[config.mk]
export PLATFORM = sky130hd
export DESIGN_NAME = ccf_flag_eval
export DESIGN_NICKNAME = d
export VERILOG_FILES = /design/src/rtl/ccf_pkg.sv /design/src/rtl/ccf_nz.sv /design/src/rtl/ccf_sub_lane.sv /design/src/rtl/ccf_ext_unit.sv /design/src/rtl/ccf_flag_eval.sv
export SDC_FILE = /design/constraint.sdc
export NUM_CORES = 1
export LEC_CHECK = 0
export ABC_AREA = 1
export BUFFER_PORTS_ARGS = -buffer_cell sky130_fd_sc_hd__buf_4
export CAP_MARGIN = 10
export CORE_ASPECT_RATIO = 1.1
export CORE_MARGIN = 3
export CORE_UTILIZATION = 50
export DETAILED_ROUTE_END_ITERATION = 8
export MAX_ROUTING_LAYER = met4
export PLACE_DENSITY = 0.71
export SLEW_MARGIN = 30
export SYNTH_ARGS = -nofsm -noshare
export SYNTH_HDL_FRONTEND = slang
export SYNTH_SLANG_ARGS = --single-unit
export TNS_END_PERCENT = 100
[constraint.sdc]
create_clock -name vclk -period 5.1
set_input_delay 0.255 -clock vclk [all_inputs]
set_output_delay 0.255 -clock vclk [all_outputs]
set_load 0.05 [all_outputs]
[src/rtl/ccf_pkg.sv]
package ccf_pkg;

    localparam int FLAG_W  = 5;
    localparam int CLASS_W = 4;

    typedef enum logic [CLASS_W-1:0] {
        CLS_RESOLVED = 4'd0,
        CLS_LOGIC    = 4'd1,
        CLS_ADD      = 4'd2,
        CLS_SUB      = 4'd3,
        CLS_CMP8     = 4'd4,
        CLS_CMP16    = 4'd5,
        CLS_ADDEXT   = 4'd6,
        CLS_SUBEXT   = 4'd7,
        CLS_SHIFT    = 4'd8
    } cc_class_e;

    localparam logic [CLASS_W-1:0] LAST_CLASS = 4'd8;

    typedef struct packed {
        logic x;
        logic n;
        logic z;
        logic v;
        logic c;
    } ccr_t;

    // lane 0: byte compare, lane 1: word compare, lane 2: full width
    localparam int N_LANES = 3;

    function automatic int lane_width(input int idx, input int full_w);
        if (idx == 0)      return 8;
        else if (idx == 1) return 16;
        else               return full_w;
    endfunction

endpackage

[src/rtl/ccf_nz.sv]
module ccf_nz #(
    parameter int W = 32
) (
    input  logic [W-1:0] val,
    output logic         neg,
    output logic         zero
);
    always_comb begin
        zero = (val == '0);
        neg  = val[W-1];
    end
endmodule

[src/rtl/ccf_sub_lane.sv]
module ccf_sub_lane #(
    parameter int W = 32
) (
    input  logic [W-1:0] dest,
    input  logic [W-1:0] src,
    output logic         neg,
    output logic         zero,
    output logic         carry,
    output logic         ovf
);
    logic [W-1:0] minuend;
    logic [W-1:0] ov_term;

    ccf_nz #(.W(W)) nz_i (.val(dest), .neg(neg), .zero(zero));

    always_comb begin
        minuend = dest + src;
        carry   = (minuend < src);
        ov_term = (minuend ^ dest) & (minuend ^ src);
        ovf     = ov_term[W-1];
    end
endmodule

[src/rtl/ccf_ext_unit.sv]
module ccf_ext_unit
    import ccf_pkg::*;
#(
    parameter int W = 32
) (
    input  cc_class_e    cls,
    input  logic [W-1:0] dest,
    input  logic [W-1:0] src,
    output logic         carry,
    output logic         ovf
);
    logic [W-1:0] back_add;
    logic [W-1:0] back_addx;
    logic [W-1:0] fwd_subx;
    logic [W-1:0] ov_add;
    logic [W-1:0] ov_addx;
    logic [W-1:0] ov_subx;

    always_comb begin
        back_add  = dest - src;
        back_addx = dest - src - 1'b1;
        fwd_subx  = dest + src + 1'b1;
        ov_add    = (src ^ dest) & ~(back_add ^ src);
        ov_addx   = (src ^ dest) & ~(back_addx ^ src);
        ov_subx   = (fwd_subx ^ dest) & (fwd_subx ^ src);
        carry = 1'b0;
        ovf   = 1'b0;
        case (cls)
            CLS_ADD: begin
                carry = (dest < src);
                ovf   = ov_add[W-1];
            end
            CLS_ADDEXT: begin
                carry = (dest <= src);
                ovf   = ov_addx[W-1];
            end
            CLS_SUBEXT: begin
                carry = (fwd_subx <= src);
                ovf   = ov_subx[W-1];
            end
            default: begin
                carry = 1'b0;
                ovf   = 1'b0;
            end
        endcase
    end
endmodule

[src/rtl/ccf_flag_eval.sv]
module ccf_flag_eval
    import ccf_pkg::*;
#(
    parameter int DATA_W = 32
) (
    input  logic [CLASS_W-1:0] cls_in,
    input  logic [DATA_W-1:0]  res_in,
    input  logic [DATA_W-1:0]  opd_in,
    input  logic               keep_z,
    input  logic               prev_z,
    output logic [FLAG_W-1:0]  flags_out,
    output logic [CLASS_W-1:0] next_class,
    output logic               bad_class
);
    localparam int FULL = N_LANES - 1;

    logic [N_LANES-1:0] ln_n;
    logic [N_LANES-1:0] ln_z;
    logic [N_LANES-1:0] ln_c;
    logic [N_LANES-1:0] ln_v;

    for (genvar g = 0; g < N_LANES; g++) begin : g_lane
        localparam int LW = lane_width(g, DATA_W);
        ccf_sub_lane #(.W(LW)) lane_i (
            .dest  (res_in[LW-1:0]),
            .src   (opd_in[LW-1:0]),
            .neg   (ln_n[g]),
            .zero  (ln_z[g]),
            .carry (ln_c[g]),
            .ovf   (ln_v[g])
        );
    end

    cc_class_e cls;
    logic      ext_c;
    logic      ext_v;
    ccr_t      f;

    assign cls = cc_class_e'(cls_in);

    ccf_ext_unit #(.W(DATA_W)) ext_i (
        .cls   (cls),
        .dest  (res_in),
        .src   (opd_in),
        .carry (ext_c),
        .ovf   (ext_v)
    );

    always_comb begin
        f         = '0;
        bad_class = (cls_in > LAST_CLASS);
        case (cls)
            CLS_RESOLVED: f = ccr_t'(res_in[FLAG_W-1:0]);
            CLS_LOGIC: begin
                f.z = ln_z[FULL];
                f.n = ln_n[FULL] & ~ln_z[FULL];
            end
            CLS_ADD, CLS_ADDEXT, CLS_SUBEXT: begin
                f.z = ln_z[FULL];
                f.n = ln_n[FULL] & ~ln_z[FULL];
                f.c = ext_c;
                f.v = ext_v;
            end
            CLS_SUB: begin
                f.z = ln_z[FULL];
                f.n = ln_n[FULL] & ~ln_z[FULL];
                f.c = ln_c[FULL];
                f.v = ln_v[FULL];
            end
            CLS_CMP8: begin
                f.z = ln_z[0];
                f.n = ln_n[0] & ~ln_z[0];
                f.c = ln_c[0];
                f.v = ln_v[0];
            end
            CLS_CMP16: begin
                f.z = ln_z[1];
                f.n = ln_n[1] & ~ln_z[1];
                f.c = ln_c[1];
                f.v = ln_v[1];
            end
            CLS_SHIFT: begin
                f.z = ln_z[FULL];
                f.n = ln_n[FULL] & ~ln_z[FULL];
                f.c = (opd_in != '0);
            end
            default: f = '0;
        endcase
        if (keep_z) f.z = f.z & prev_z;
        flags_out  = f;
        next_class = bad_class ? cls_in : CLS_RESOLVED;
    end
endmodule

==> results by stage, run 1 <==
Yosys:
- Ranked by instance count, the synthesized netlist is headed by sky130_fd_sc_hd__nand2_1 (375), sky130_fd_sc_hd__inv_1 (255), sky130_fd_sc_hd__nor2_1 (137), sky130_fd_sc_hd__ha_1 (126), sky130_fd_sc_hd__nand3_1 (101).
- The net count after synthesis is between 1500 and 2000.
- A synthesized cell averages between 5 and 6 sq um.
- Yosys attributes the largest share of cell area to sky130_fd_sc_hd__ha_1 (20%), sky130_fd_sc_hd__nand2_1 (18%), sky130_fd_sc_hd__inv_1 (12%), sky130_fd_sc_hd__nor2_1 (6.5%), sky130_fd_sc_hd__nand3_1 (6.4%).
- The area of the mapped netlist is roughly 7900 sq um.
- The share of the yosys chip area belonging to registers is 0%.
- For this run, the number of Yosys warnings is 0.
- The number of distinct standard cells referenced by the synthesized netlist is 55.
- Counting every instance in the synthesized netlist gives ~1400.
- The share of Yosys cell area claimed by the top area cell type is between 10% and 20%.
- The largest area contributor in the synthesized netlist is sky130_fd_sc_hd__ha_1.
- In the post-synthesis netlist, the cell with the most instances is sky130_fd_sc_hd__nand2_1.

Global route:
- The number of global-route vias before repair came to 9099.
- The first global-routing pass estimated 48400 microns of wire.
- The overall overflow remaining after global route is 0.
- The total routing resource utilization after global routing is between 30% and 40%.
- The number of antenna violations at the first check in global routing is 1.
- Entering global routing, the biggest net connects 11 pins.

Layout:
- The final layout net count is around 1700.
- The number of fill cells in the layout is between 1500 and 2000.
- The final-layout clock buffer total is 0.
- Compared with the post-synthesis result, the final layout area differs by 12.9%.
- The finished layout holds ~1700 standard cells, fillers aside.
- In the final layout, the share of cells above drive strength 1 is around 15%.
- The number of antenna diodes in the final layout is 0.
- The footprint of the flip-flops and latches is 0 sq um.
- The final layout contains a sequential cell count of 0.

Critical path:
- For this design, the slowest cell found on the critical path is sky130_fd_sc_hd__ha_2.
- The most frequent cell on the critical path is sky130_fd_sc_hd__nand2_1.
- STA classifies the critical path startpoint as an input pin.
- The required time at the endpoint of the critical path is 4.85 ns.
- The longest individual stage delay on the worst path is about 0.52 ns.
- The critical path in this run is classified as in -> out.
- The kind of cell with the highest combined delay along the critical path is simple AND/OR/NAND/NOR gates.
- The critical path data arrival time is around 4.5 ns.
- The largest fanout of any net on the critical path is 8.
- The number of buffer and inverter instances along the worst setup path is 7.
- The worst setup path is captured at an output port.

Floorplan:
- Measured along the x axis, the die boundary spans 126 microns.
- The initial standard-cell utilization of the core is roughly 52%.
- The count of standard-cell rows is 47.
- The I/O pin count is 80.
- The vertical extent of the die is between 100 and 150 microns.
- The area enclosed by the die boundary is about 17000 sq um.
- The area inside the core boundary is roughly 15000 sq um.

Placed design:
- The detailed placer's ending HPWL is approximately 28000 microns.
- The congestion estimate from routability-driven global placement came to ~1.
- The number of placed cells counting well taps is 1700.
- Input and output buffers added on the ports amount to 80.

Hold path:
- The critical hold path startpoint is keep_z.
- In this run the worst hold path is classified as in -> out.
- The worst hold path passes through 3 cells.
- The worst hold path terminates at flags_out[2].

Power and ir drop:
- The power consumption is between 1 and 1.5 mW.
- Power spread over the standard cell area amounts to 145 nW/um^2.
- The static power due to leakage is a little under 5 nW.
- The worst ir drop on vdd is 0.0000812 V.

CTS:
- Hold repair after CTS inserted 0 buffers.

STA:
- The maximum clock frequency is around 0.21 GHz.
- After layout, the worst path uses 93.8% of the clock period.
- The clock period minus final worst setup slack is approximately 4.8 ns.
- The final count of hold timing violations is 0.
- Setup violations remaining at the end of the flow were counted as 0.
- The total count of max-transition violations in the final report was 0.
- The accumulated negative setup slack is 0 ns.
- The transition time at the pin with the least slew margin is 0.687 ns.
- The worst pin sits at a relative slew slack of between 50% and 60%.

Drt:
- The detailed router's first-iteration violation count is 936.
- Summed over all layers, the routed wires come to ~31000 microns.
- Summing over every cut layer, the via total after detailed routing is approximately 9600.
- The via-per-instance ratio is approximately 5.7.
- The post-route antenna net violation count is 0.
- For this run, design rule violations remaining after detail routing come to 0.
- The number of optimization iterations in the first detailed-route pass is 6.
- After detailed routing, the average wire length per cell comes to 18.5 microns.

Run status:
- The flow ran to the end, and the final reports show no timing, DRC or antenna violations.

Run:
- The count of maximum capacitance violations is 0.
-- how the worst max path moves through the flow --
stage | start | slack (ns) | cells past startpoint | endpoint
5_1_grt | opd_in[10] | -0.04 | 32 | flags_out[0]
4_1_cts | res_in[0] | 0.03 | 29 | flags_out[0]
6_report | opd_in[6] | 0.31 | 32 | flags_out[0]
3_3_place_gp | res_in[0] | 0.04 | 29 | flags_out[0]
2_1_floorplan | res_in[0] | 0.85 | 27 | flags_out[0]
3_5_place_dp | res_in[0] | 0.02 | 29 | flags_out[0]
-- cell usage in the layout (no fill, tap or decap), types with 3 or more instances in the layout --
| master | count |
|---|---|
| sky130_fd_sc_hd__buf_4 | 111 |
| sky130_fd_sc_hd__a21oi_2 | 4 |
| sky130_fd_sc_hd__o21bai_1 | 8 |
| sky130_fd_sc_hd__a211oi_1 | 3 |
| sky130_fd_sc_hd__nor4_1 | 19 |
| sky130_fd_sc_hd__nand3_2 | 6 |
| sky130_fd_sc_hd__nand2_2 | 29 |
| sky130_fd_sc_hd__nand2_1 | 374 |
| sky130_fd_sc_hd__nor2_2 | 11 |
| sky130_fd_sc_hd__ha_1 | 119 |
| sky130_fd_sc_hd__inv_2 | 11 |
| sky130_fd_sc_hd__a21oi_1 | 87 |
| sky130_fd_sc_hd__nand3_1 | 100 |
| sky130_fd_sc_hd__inv_1 | 255 |
| sky130_fd_sc_hd__nor2_1 | 134 |
| sky130_fd_sc_hd__xor2_4 | 4 |
| sky130_fd_sc_hd__ha_2 | 3 |
| sky130_fd_sc_hd__nor2_4 | 17 |
| sky130_fd_sc_hd__ha_4 | 4 |
| sky130_fd_sc_hd__xor2_1 | 31 |
| sky130_fd_sc_hd__o21ai_0 | 37 |
| sky130_fd_sc_hd__o221ai_1 | 3 |
| sky130_fd_sc_hd__o211ai_1 | 6 |
| sky130_fd_sc_hd__nand4_1 | 50 |
| sky130_fd_sc_hd__nor3_1 | 24 |
| sky130_fd_sc_hd__xnor2_1 | 6 |
| sky130_fd_sc_hd__a21o_1 | 3 |
| sky130_fd_sc_hd__nand2_4 | 6 |
| sky130_fd_sc_hd__o21ai_1 | 4 |
-- power breakdown --
| group | internal (mW) | total [mW] | switching [mW] |
|---|---|---|---|
| Combinational | 0.443 | 1.29 | 0.851 |
| Sequential | 0 | 0 | 0 |
| Clock | 0 | 0 | 0 |
-- layout make-up --
cell class	count	area, sq um	area share [%]
Tap cell	196	245	2.74
Timing Repair Buffer	111	833	9.31
Multi-Input combinational cell	1130	6860	76.6
Inverter	268	1010	11.3
-- through the flow --
stage	utilization, %	worst slack, ns	hold WS, ns	area (sq um)
after global placement	57.4	0.0357	0.842	8780
after CTS	57.4	0.0270	0.849	8780
after detailed placement	57.4	0.0239	0.845	8780
after floorplan	-	0.850	0.725	7930
after global routing	58.5	-0.0421	0.866	8950
final	58.5	0.314	0.846	8950
-- layer usage --
metal  track usage [%]  up-vias  share of wire, %  routed length [microns]
li1                  -     4768                 -                        -
met4              7.85        0               2.8                      889
met5                 -        -                 0                        0
met3              2.08       53               7.0                     2210
met2              57.6      369                46                    14500
met1              49.0     4452                44                    13900
-- cell families (layout without fill, tap and decap cells) --
kind of cell / count (synthesis) / in the layout / synth area share (%)
xor+xnor: 43 / 43 / 5.97
compound gates: 172 / 172 / 12.4
fa+ha+maj: 128 / 128 / 20.4
simple gates: 787 / 787 / 46.0
buf+inv: 296 / 379 / 15.2
-- worst min-delay path, delay by kind of cell --
kind | cells | cell delay (ns)
AO/OA/AOI/OAI | 1 | 0.07
buffers and inverters | 2 | 0.27
-- repair_timing --
| action | in CTS | in global routing |
|---|---|---|
| setup endpoints to repair | 0 | 1 |
| gates resized for setup | 0 | 28 |
| buffers inserted | 0 | 5 |
Power figures use the tool's default switching activity.
==> run 2: changes to the inputs <==
--- a/config.mk
+++ b/config.mk
@@ -5,7 +5,6 @@
 export SDC_FILE = /design/constraint.sdc
 export NUM_CORES = 1
 export LEC_CHECK = 0
-export ABC_AREA = 1
 export BUFFER_PORTS_ARGS = -buffer_cell sky130_fd_sc_hd__buf_4
 export CAP_MARGIN = 10
 export CORE_ASPECT_RATIO = 1.1
@@ -13,7 +12,7 @@
 export CORE_UTILIZATION = 50
 export DETAILED_ROUTE_END_ITERATION = 8
 export MAX_ROUTING_LAYER = met4
-export PLACE_DENSITY = 0.71
+export PLACE_DENSITY = 0.72
 export SLEW_MARGIN = 30
 export SYNTH_ARGS = -nofsm -noshare
 export SYNTH_HDL_FRONTEND = slang
==> run 2 against run 1 <==
Effect of this change: die area decreased by 16%; non-clock buffer count increased by 183; setup slack got worse by 0.28 ns; global-route usage increased by 0.41 points; final area increased by 6.8%; sequential share of layout area unchanged; final cell count decreased by 20%; highest routed layer unchanged.
==> results by stage, run 2 <==
Floorplan:
- The chip width is 116 microns (-8.1%).
- The vertical extent of the die is 127 microns (-8.1%).
- The count of standard-cell rows was 43 (-8.5%).
- The I/O pin count was 80 (unchanged).
- The area enclosed by the die boundary is 14700 sq um (-16%).
- The initial standard-cell utilization of the core is 51.9% (about the same).
- The area inside the core boundary is 12800 sq um (-16%).

Yosys:
- The count of mapped cells out of synthesis is 950 (-33%).
- The net count after synthesis is 1148 (-29%).
- sky130_fd_sc_hd__ha_1 is the most common cell in the netlist.
- By count the netlist is led by sky130_fd_sc_hd__ha_1 (126), sky130_fd_sc_hd__a21oi_1 (86), sky130_fd_sc_hd__nor2_1 (75), sky130_fd_sc_hd__inv_1 (70), sky130_fd_sc_hd__xnor2_1 (52).
- The total of warnings raised by yosys came to 0 (unchanged).
- The largest area contributor in the synthesized netlist is sky130_fd_sc_hd__ha_1.
- The area of the mapped netlist was 6640 sq um (-16%).
- The share of the yosys chip area belonging to registers is 0% (unchanged).
- The share of Yosys cell area claimed by the top area cell type is 23.7% (+3.9 points).
- In the post-synthesis netlist, the biggest area contributors are sky130_fd_sc_hd__ha_1 (24%), sky130_fd_sc_hd__xnor2_1 (6.9%), sky130_fd_sc_hd__a21oi_1 (6.5%), sky130_fd_sc_hd__nor2_1 (4.2%), sky130_fd_sc_hd__inv_1 (4.0%).
- The mean post-synth cell area is 6.99 sq um (+26%).
- The number of distinct standard cells referenced by the synthesized netlist is 91 (+65%).

Placed design:
- The detailed placer's ending HPWL is 23000 microns (-18%).
- The global placer's final weighted congestion came to 1.11 (+7.8%).
- The number of placed cells counting well taps is 1351 (-21%).
- The worst slack at placement came to -0.329 ns (-0.353 ns).
- The count of port buffers added during placement is 80 (unchanged).

Power and ir drop:
- The internal power of the cells is 700 uW (+58%).
- The ratio of total power to cell area is 159 nW/um^2 (+9.8%).
- The clock network fraction of design power is 0% (unchanged).
- The worst ir drop on vdd is 0.0000860 V (+5.9%).
- The fraction of power consumed by combinational cells came to 100.0% (about the same).
- The sequential fraction of design power is 0% (unchanged).
- The static power due to leakage is 4.37 nW (-9.7%).
- The switching share of total power is 53.9% (-12 points).
- The total net switching power is 817 uW (-3.9%).

Critical path:
- The critical path data arrival time was 4.81 ns (+0.28 ns).
- The startpoint type of the worst setup path is an input pin.
- The type of the worst setup path is in -> out.
- The largest fanout of any net on the critical path is 7 (-1).
- The type of destination of the critical path is an output port.
- The required time at the endpoint of the critical path came to 4.85 ns (about the same).

STA:
- The maximum clock frequency is 0.197 GHz (-5.5%).
- The clock period minus final worst setup slack was 5.06 ns (+0.278 ns).
- The part of the cycle the worst path needs is 99.3% (+5.4 points).
- The transition time at the pin with the least slew margin is 0.924 ns (+0.237 ns).
- The count of final setup violators came to 0 (unchanged).
- The minimum setup slack in the final design is 0.0360 ns (-0.278 ns).
- The final count of hold timing violations is 0 (unchanged).
- The worst slew margin relative to its limit is 37.8% (-16 points).
- Setup repair after global routing could not meet its margin everywhere.
- The total count of max-transition violations in the final report is 0 (unchanged).
- The minimum hold slack is 0.921 ns (+0.0751 ns).

Global route:
- The wire length of the first global-routing pass is 41100 microns (-15%).
- The number of global-route vias before repair was 7985 (-12%).
- The number of antenna violations at the first check in global routing is 0 (-1).
- The overall overflow remaining after global route came to 0 (unchanged).
- The maximum number of pins on one net before global-route repair is 17 (+6).
- The total routing resource utilization after global routing is 36.0% (+0.41 points).

Run:
- The count of maximum capacitance violations is 0 (unchanged).

Hold path:
- In this run the most critical hold path is launched from keep_z.
- The worst hold path terminates at flags_out[2].
- The cell depth of the worst min-delay path came to 4 (+1).
- The tightest min-delay check is of the in -> out type.

Layout:
- The number of standard cells in the final layout excluding fillers is 1366 (-20%).
- From synthesis to final layout, the design area changed by 43.9%.
- The number of sequential storage elements was 0 (unchanged).
- The most common library cell in the layout ignoring fill and taps is sky130_fd_sc_hd__buf_4.
- The final layout net count came to 1409 (-18%).
- The diode insertion count for antenna repair was 0 (unchanged).
- The number of fill cells in the layout came to 1048 (-37%).
- The final-layout clock buffer total came to 0 (unchanged).
- The share of cells above drive strength 1 is 34.7% (+20 points).
- The footprint of the flip-flops and latches is 0 sq um (unchanged).
- In the layout the commonest cells are sky130_fd_sc_hd__buf_4 (285), sky130_fd_sc_hd__ha_1 (111), sky130_fd_sc_hd__a21oi_1 (75).

Drt:
- The post-route DRC violation count was 0 (unchanged).
- The number of optimization iterations in the first detailed-route pass was 5 (-1).
- The wire length on met1 came to 11300 microns (-19%).
- The detailed router's first-iteration violation count is 882 (-5.8%).
- The met3 routed wirelength is 2500 microns (+13%).
- The via-per-instance ratio was 6.35 (+12%).
- The wire length on met2 is 12200 microns (-16%).
- The post-route antenna net violation count came to 0 (unchanged).
- The total detailed-routing wirelength was 27600 microns (-12%).
- The topmost layer with routed signal wires is met4.
- The final routed wire length divided by cell count is 20.2 microns (+9.3%).
- The detailed-route via count is 8669 (-10%).

Run status:
- The run finished with clean final reports.

CTS:
- The hold buffer count at cts is 0 (unchanged).
-- run 2: final cells by class --
class | instances | area (sq um) | share of cell area, %
Multi-Input combinational cell | 835 | 6790 | 71.1
Timing Repair Buffer | 294 | 2260 | 23.6
Inverter | 80 | 308 | 3.22
Tap cell | 157 | 196 | 2.06
-- run 2: how the worst max path moves through the flow --
| stage | start | end | slack (ns) | depth (start not counted) |
|---|---|---|---|---|
| after CTS | res_in[1] | flags_out[0] | 0.006 | 21 |
| after detailed placement | res_in[0] | flags_out[0] | -0.33 | 26 |
| final | opd_in[5] | flags_out[0] | 0.04 | 27 |
| after global routing | opd_in[5] | flags_out[0] | -0.20 | 29 |
| after floorplan | res_in[0] | flags_out[0] | 0.12 | 24 |
| after global placement | opd_in[15] | flags_out[0] | -0.24 | 22 |
-- run 2: cells by family (layout without fill, tap and decap cells) --
| family | count (synthesis) | in the layout | synth area share, % |
|---|---|---|---|
| mux | 8 | 8 | 1.24 |
| simple gates | 332 | 332 | 26.4 |
| compound gates | 297 | 297 | 31.2 |
| fa+ha+maj | 128 | 128 | 24.3 |
| xor+xnor | 70 | 70 | 9.72 |
| buf+inv | 115 | 374 | 7.01 |
-- run 2: power groups by stage --
stage               combinational, mW  sequential (mW)  clock, mW
finish                           1.52                0          0
global route                     1.64                0          0
CTS                              1.37                0          0
detailed placement               1.34                0          0
global placement                 1.32                0          0
floorplan                       0.821                0          0
-- run 2: timing repair --
item	CTS	global route
endpoints found under the setup margin	1	1
pin swaps	5	54
gates resized for setup	20	108
setup buffers	3	12
-- run 2: metal layers --
metal  global-route usage, %  vias to the layer above
met3                    5.01                       96
li1                        -                     4085
met2                    56.1                      454
met4                    13.3                        0
met1                    47.1                     4034
met5                       -                        -
-- run 2: critical path, cell delays in order --
cell,delay (ns)
sky130_fd_sc_hd__buf_4,0.11
sky130_fd_sc_hd__inv_2,0.07
sky130_fd_sc_hd__ha_4,0.22
sky130_fd_sc_hd__buf_6,0.13
sky130_fd_sc_hd__a2111oi_4,0.41
sky130_fd_sc_hd__buf_4,0.18
sky130_fd_sc_hd__buf_4,0.12
sky130_fd_sc_hd__o21a_1,0.17
sky130_fd_sc_hd__o2111ai_2,0.16
sky130_fd_sc_hd__buf_4,0.19
sky130_fd_sc_hd__nor3_2,0.17
sky130_fd_sc_hd__nand3_1,0.15
sky130_fd_sc_hd__nor3_2,0.15
sky130_fd_sc_hd__buf_4,0.20
sky130_fd_sc_hd__buf_4,0.14
sky130_fd_sc_hd__and2_1,0.13
sky130_fd_sc_hd__xnor2_1,0.08
sky130_fd_sc_hd__ha_1,0.30
sky130_fd_sc_hd__nand4_1,0.15
sky130_fd_sc_hd__nor2_2,0.16
sky130_fd_sc_hd__a21oi_1,0.08
sky130_fd_sc_hd__o211ai_1,0.10
sky130_fd_sc_hd__a31oi_1,0.09
sky130_fd_sc_hd__o211ai_1,0.19
sky130_fd_sc_hd__o211ai_1,0.11
sky130_fd_sc_hd__or3_4,0.38
sky130_fd_sc_hd__buf_8,0.16
-- run 2: stage by stage --
step / total power [mW] / area, sq um / TNS (ns) / util (%)
after floorplan: 0.821 / 6650 / 0 / -
after global placement: 1.32 / 8780 / -0.237 / 68.6
after detailed placement: 1.34 / 8780 / -0.329 / 68.6
after CTS: 1.37 / 8910 / 0 / 69.6
after global routing: 1.64 / 9550 / -0.197 / 74.6
final: 1.52 / 9550 / 0 / 74.6
